File: config.mk
export PLATFORM = sky130hd
export DESIGN_NAME = dma_stat_ctrl
export DESIGN_NICKNAME = d
export VERILOG_FILES = /design/src/rtl/dma_stat_pkg.sv /design/src/rtl/dsc_ptr_unit.sv /design/src/rtl/dsc_status_reg.sv /design/src/rtl/dma_stat_ctrl.sv
export SDC_FILE = /design/constraint.sdc
export NUM_CORES = 1
export LEC_CHECK = 0
export ABC_CLOCK_PERIOD_IN_PS = 2300
export CAP_MARGIN = 20
export CORE_MARGIN = 1.5
export CORE_UTILIZATION = 25
export DETAILED_ROUTE_END_ITERATION = 12
export GPL_TIMING_DRIVEN = 0
export MAX_ROUTING_LAYER = met4
export SLEW_MARGIN = 10
export SYNTH_ARGS = -nofsm -noshare
export SYNTH_HDL_FRONTEND = slang
export SYNTH_HIERARCHICAL = 1
export SYNTH_SLANG_ARGS = --single-unit
File: constraint.sdc
create_clock -name clk -period 2.3 [get_ports clk]
set_input_delay 0.46 -clock clk [delete_from_list [all_inputs] [get_ports clk]]
set_output_delay 0.46 -clock clk [all_outputs]
set_load 0.02 [all_outputs]
File: src/rtl/dma_stat_pkg.sv
package dma_stat_pkg;

    localparam int FLAG_N = 4;

    typedef struct packed {
        logic tx_page;
        logic tx_err;
        logic rx_half;
        logic rx_page;
    } dsc_flags_t;

    localparam int DIR_TX = 0;
    localparam int DIR_RX = 1;
    localparam int DIR_N  = 2;

endpackage

File: src/rtl/dsc_ptr_unit.sv
module dsc_ptr_unit #(
    parameter int PTR_W     = 16,
    parameter int PAGE_BITS = 12
) (
    input  logic             clk,
    input  logic             rst_n,
    input  logic             run_i,
    input  logic             step_i,
    input  logic             freeze_i,
    input  logic             ld_i,
    input  logic [PTR_W-1:0] ld_val_i,
    output logic [PTR_W-1:0] ptr_o,
    output logic [1:0]       evt_o
);
    localparam int HALF_BITS = PAGE_BITS - 1;

    typedef struct packed {
        logic [PTR_W-1:0] ptr;
    } ptr_state_t;

    ptr_state_t       st_d, st_q;
    logic [PTR_W-1:0] nxt;
    logic             adv;

    always_comb begin
        st_d  = st_q;
        adv   = run_i && step_i && !freeze_i;
        nxt   = st_q.ptr + PTR_W'(1);
        evt_o = 2'b00;
        if (adv) begin
            st_d.ptr = nxt;
            evt_o[0] = (nxt[HALF_BITS-1:0] == '0);
            evt_o[1] = (nxt[PAGE_BITS-1:0] == '0);
        end else if (ld_i && !run_i) begin
            st_d.ptr = ld_val_i;
        end
    end

    always_ff @(posedge clk or negedge rst_n) begin
        if (!rst_n) st_q <= '0;
        else        st_q <= st_d;
    end

    assign ptr_o = st_q.ptr;

endmodule

File: src/rtl/dsc_status_reg.sv
module dsc_status_reg
    import dma_stat_pkg::*;
(
    input  logic              clk,
    input  logic              rst_n,
    input  logic              wr_en_i,
    input  logic [FLAG_N-1:0] wr_data_i,
    input  logic [FLAG_N-1:0] wr_mask_i,
    input  dsc_flags_t        set_i,
    output dsc_flags_t        flags_o
);
    typedef struct packed {
        dsc_flags_t flags;
    } stat_state_t;

    stat_state_t       st_d, st_q;
    logic [FLAG_N-1:0] clr;

    always_comb begin
        st_d = st_q;
        clr  = wr_en_i ? (wr_mask_i & ~wr_data_i) : '0;
        st_d.flags = dsc_flags_t'((st_q.flags & ~clr) | set_i);
    end

    always_ff @(posedge clk or negedge rst_n) begin
        if (!rst_n) st_q <= '0;
        else        st_q <= st_d;
    end

    assign flags_o = st_q.flags;

endmodule

File: src/rtl/dma_stat_ctrl.sv
module dma_stat_ctrl
    import dma_stat_pkg::*;
#(
    parameter int PTR_W     = 16,
    parameter int PAGE_BITS = 12
) (
    input  logic              clk,
    input  logic              rst_n,
    input  logic              tx_en_i,
    input  logic              rx_en_i,
    input  logic              tx_byte_i,
    input  logic              rx_byte_i,
    input  logic [2:0]        tx_err_i,
    input  logic              ptr_ld_i,
    input  logic              ptr_ld_sel_i,
    input  logic [PTR_W-1:0]  ptr_ld_val_i,
    input  logic              wr_en_i,
    input  logic [FLAG_N-1:0] wr_data_i,
    input  logic [FLAG_N-1:0] wr_mask_i,
    input  logic [FLAG_N-1:0] irq_mask_i,
    output logic [PTR_W-1:0]  tx_ptr_o,
    output logic [PTR_W-1:0]  rx_ptr_o,
    output logic              tx_run_o,
    output logic              rx_run_o,
    output logic [FLAG_N-1:0] status_o,
    output logic              irq_o
);
    dsc_flags_t       flags;
    dsc_flags_t       set_ev;
    logic             err_any;
    logic             run    [DIR_N];
    logic             step   [DIR_N];
    logic             freeze [DIR_N];
    logic             ld     [DIR_N];
    logic [PTR_W-1:0] ptr    [DIR_N];
    logic [1:0]       evt    [DIR_N];

    always_comb begin
        err_any      = |tx_err_i;
        run[DIR_TX]  = tx_en_i && !flags.tx_page && !flags.tx_err;
        run[DIR_RX]  = rx_en_i && !flags.rx_page;
        step[DIR_TX] = tx_byte_i;
        step[DIR_RX] = rx_byte_i;
        freeze[DIR_TX] = err_any;
        freeze[DIR_RX] = 1'b0;
        ld[DIR_TX]   = ptr_ld_i && !ptr_ld_sel_i;
        ld[DIR_RX]   = ptr_ld_i && ptr_ld_sel_i;
    end

    for (genvar g = 0; g < DIR_N; g++) begin : g_dir
        dsc_ptr_unit #(
            .PTR_W     (PTR_W),
            .PAGE_BITS (PAGE_BITS)
        ) u_ptr (
            .clk      (clk),
            .rst_n    (rst_n),
            .run_i    (run[g]),
            .step_i   (step[g]),
            .freeze_i (freeze[g]),
            .ld_i     (ld[g]),
            .ld_val_i (ptr_ld_val_i),
            .ptr_o    (ptr[g]),
            .evt_o    (evt[g])
        );
    end

    always_comb begin
        set_ev         = '0;
        set_ev.tx_page = evt[DIR_TX][1] && evt[DIR_TX][0];
        set_ev.tx_err  = run[DIR_TX] && err_any;
        set_ev.rx_half = evt[DIR_RX][0];
        set_ev.rx_page = evt[DIR_RX][1];
    end

    dsc_status_reg u_stat (
        .clk       (clk),
        .rst_n     (rst_n),
        .wr_en_i   (wr_en_i),
        .wr_data_i (wr_data_i),
        .wr_mask_i (wr_mask_i),
        .set_i     (set_ev),
        .flags_o   (flags)
    );

    always_comb begin
        tx_ptr_o = ptr[DIR_TX];
        rx_ptr_o = ptr[DIR_RX];
        tx_run_o = run[DIR_TX];
        rx_run_o = run[DIR_RX];
        status_o = flags;
        irq_o    = |(flags & irq_mask_i);
    end

endmodule


==> results of run 1 <==
[final timing paths]
check                                                       to  slack [ns]  cells past startpoint
setup / recovery                   u_stat/flags_o[3]$_DFF_PN0_        0.16                      8
hold / removal             g_dir[1].u_ptr/ptr_o[8]$_DFFE_PN0P_        0.04                      1
setup reg to reg                   u_stat/flags_o[3]$_DFF_PN0_        0.32                      8
hold reg to reg                    u_stat/flags_o[1]$_DFF_PN0_        0.52                      1
max in group asynchronous  g_dir[1].u_ptr/ptr_o[0]$_DFFE_PN0P_        1.83                      2
min in group clk                   u_stat/flags_o[1]$_DFF_PN0_        0.52                      1
[cell families (layout without fill, tap and decap cells)]
| logic type | Yosys count | after routing | share of synthesized area [%] |
|---|---|---|---|
| other | 1 | 2 | 0.152 |
| buffers and inverters | 22 | 109 | 5.48 |
| adders and majority gates | 2 | 2 | 1.01 |
| AOI/OAI and AO/OA | 76 | 76 | 22.8 |
| xor gates and xnor gates | 4 | 4 | 1.42 |
| DFF | 36 | 36 | 36.5 |
| and+or+nand+nor | 136 | 136 | 32.6 |
[final cells by class]
cell class | count | area (um^2) | share of cell area [%]
plain buffers | 18 | 123 | 3.47
clock inverters | 1 | 7.51 | 0.212
well taps | 133 | 166 | 4.71
flip-flops and latches | 36 | 901 | 25.5
clock buffers | 7 | 86.3 | 2.44
multi-input cells | 220 | 1440 | 40.8
repair buffers | 79 | 793 | 22.4
inverters | 4 | 15.0 | 0.425
[state kept, by name (all words and copies together), names as in the netlist]
name and count:
g_dir.u_ptr/ptr_o 32, u_stat/flags_o 4
[placed cells by master, fill, tap and decap left out, types with 3 or more instances in the layout]
cell	synthesis	final
dfrtp_1	36	36
nor2b_1	4	4
nand3_1	12	12
a22oi_1	6	6
a221o_1	6	6
o211ai_1	4	4
and2_1	9	9
nand4_1	8	8
and3_4	4	4
nor2_1	16	16
nor3b_2	2	3
a41oi_1	4	4
and3_1	10	10
or3_1	4	4
nor3_1	4	4
inv_1	4	4
o22ai_1	4	4
a21oi_1	6	6
clkbuf_8	0	6
buf_4	4	4
a311oi_1	4	4
clkdlybuf4s50_1	0	75
o311ai_0	4	4
o21ai_0	16	16
buf_6	4	4
nor4_1	6	6
buf_2	4	4
clkbuf_1	4	5
nand3b_1	6	6
a21o_1	6	6
nand2_1	31	30
[where the power goes]
| part | internal (mW) | switching (mW) |
|---|---|---|
| Clock | 0.244 | 0.255 |
| Sequential | 0.757 | 0.205 |
| Combinational | 0.490 | 0.480 |
| Total | 1.49 | 0.940 |
[stage by stage]
stage	utilization (%)	hold slack (ns)	TNS, ns	area [um^2]	instances
after CTS	36.4	0.0392	0	3530	498
after floorplan	-	0.164	0	2480	278
after global placement	35.3	0.501	-8.40	3420	489
final	36.5	0.0361	0	3530	498
after detailed placement	35.5	0.359	-1.25	3440	490
after global routing	36.5	0.0546	0	3530	498
[per-layer routing]
metal / wire, um / share of wire, % / GRT usage (%)
met1: 3700 / 46 / 22.0
met2: 3590 / 45 / 24.2
met3: 630 / 7.8 / 3.56
met4: 144 / 1.8 / 5.80
met5: 0 / 0 / -
[repair_timing]
action                     4_1_cts  5_1_grt
hold endpoints to repair         0        0
pin swaps                        0        0
setup endpoints to repair        2        2
resized for setup                2        2
==> flow_summary.ini, run 1 <==
[critical_path]
critical_path_arrival_ns = 2.38
crit_required_ns = 2.55
worst_path_largest_cell_delay_ns = 0.40
crit_buf_inv = 2
crit_fanout = 10
cp_slowest_cell = clkdlybuf4s50_1
worstSetupStartpoint = tx_err_i[1]
crit_family = simple AND/OR/NAND/NOR gates
end_kind = flip-flop
crit_top_cell = and2_1
path_cells = clkdlybuf4s50_1 > or3_4 > and3b_1 > clkbuf_4 > and2_1 > and3_1 > and2_1 > a21o_1
regToRegStartpoint = g_dir[0].u_ptr/ptr_o[0]$_DFFE_PN0P_
start_kind = input port
path_class = input port to flip-flop

[routing]
wirelength_mm = 8.06
routed_via_density = 5.22
antenna_left = 0
drcViolationCount = 0
drtPass1Iterations = 4
wl_per_cell_um = 16.2
via_count = 2602
drt_iter0_markers = 130

[min_path]
hp-class = input port to async pin

[grt]
grt_first_pass_wirelength_mm = 12.8
grt_use_total_pct = 16.4
antenna_found_initial = 0
grt_start_max_net_pins = 28
grt_overflow = 0
grt_pass1_vias = 2448

[synth]
synthMostInstantiatedCell = dfrtp_1
synth_cells = 277
async_flop_share_pct = 100
synth_area_leaders = dfrtp_1 (37%), nand2_1 (4.7%), o21ai_0 (3.2%), and3_1 (2.5%), a221o_1 (2.4%)
synthTopCellsByCount = dfrtp_1 (36), nand2_1 (31), nor2_1 (16), o21ai_0 (16), nand3_1 (12)
avgSynthCellArea_um2 = 8.91
synth_area_um2 = 2470
synth_edf_count = 0
netlist.area_leader.share_pct = 36.5
synth_top_cell_by_area = dfrtp_1
synth_flop_cell = dfrtp_1
ys_warn_count = 6
yosysSeqAreaShare_pct = 36.5
ys_types = 52
ys_seq_elements = 36

[place]
port_buffers = 78
routabilityCongestion = 0.850
hpwl_mm = 6.19
dp_slack_ns = -0.177

[cts]
worstSkewPairLatency_ns = 0.30
cts_buffers = 5
post_cts_buffers = 0
cts.root.buffer_cell = clkbuf_8
numClockSinks = 36
clockBufferDepth = 2
hold_buffers = 0
cts.clk_slew.worst_paths_ns = 0.08
h-tree-depth = 2
cts_tree = built

[timing]
grt_setup_unrepaired = false
finalHoldViolCount = 0
fin_ws_ns = 0.163
drv_slew = 0
setup_viol = 0
period_needed_ns = 2.14
fin_skew_ns = 0.00872
max_freq_mhz = 468
finalCritPeriodShare_pct = 92.9

[die]
io_pins = 79
die_area_um2 = 10500
core_area_um2 = 9680
die_h_um = 102
die_x_um = 102
std_cell_rows = 36
start_util_pct = 25.5

[final_layout]
finalNetCount = 406
antenna-diode-count = 0
layout-drive-gt1-share_pct = 12.1
fillers = 987
synthToLayoutAreaGrowth_pct = 43.3

[run]
maxCapViolations = 0

[run_status]
status = finished clean

[power]
power_density_nw_per_um2 = 688
total_power_mw = 2.43
peakVddDrop_v = 0.000255
power.leakage_nw = 1.44
(Power assumes the default switching activity.)
==> run 2: changes to the inputs <==
Settings changed: CTS_CLUSTER_DIAMETER set to 120.
==> results of run 2 <==
No change in the layout: final DEF, timing and power equal those of run 1.
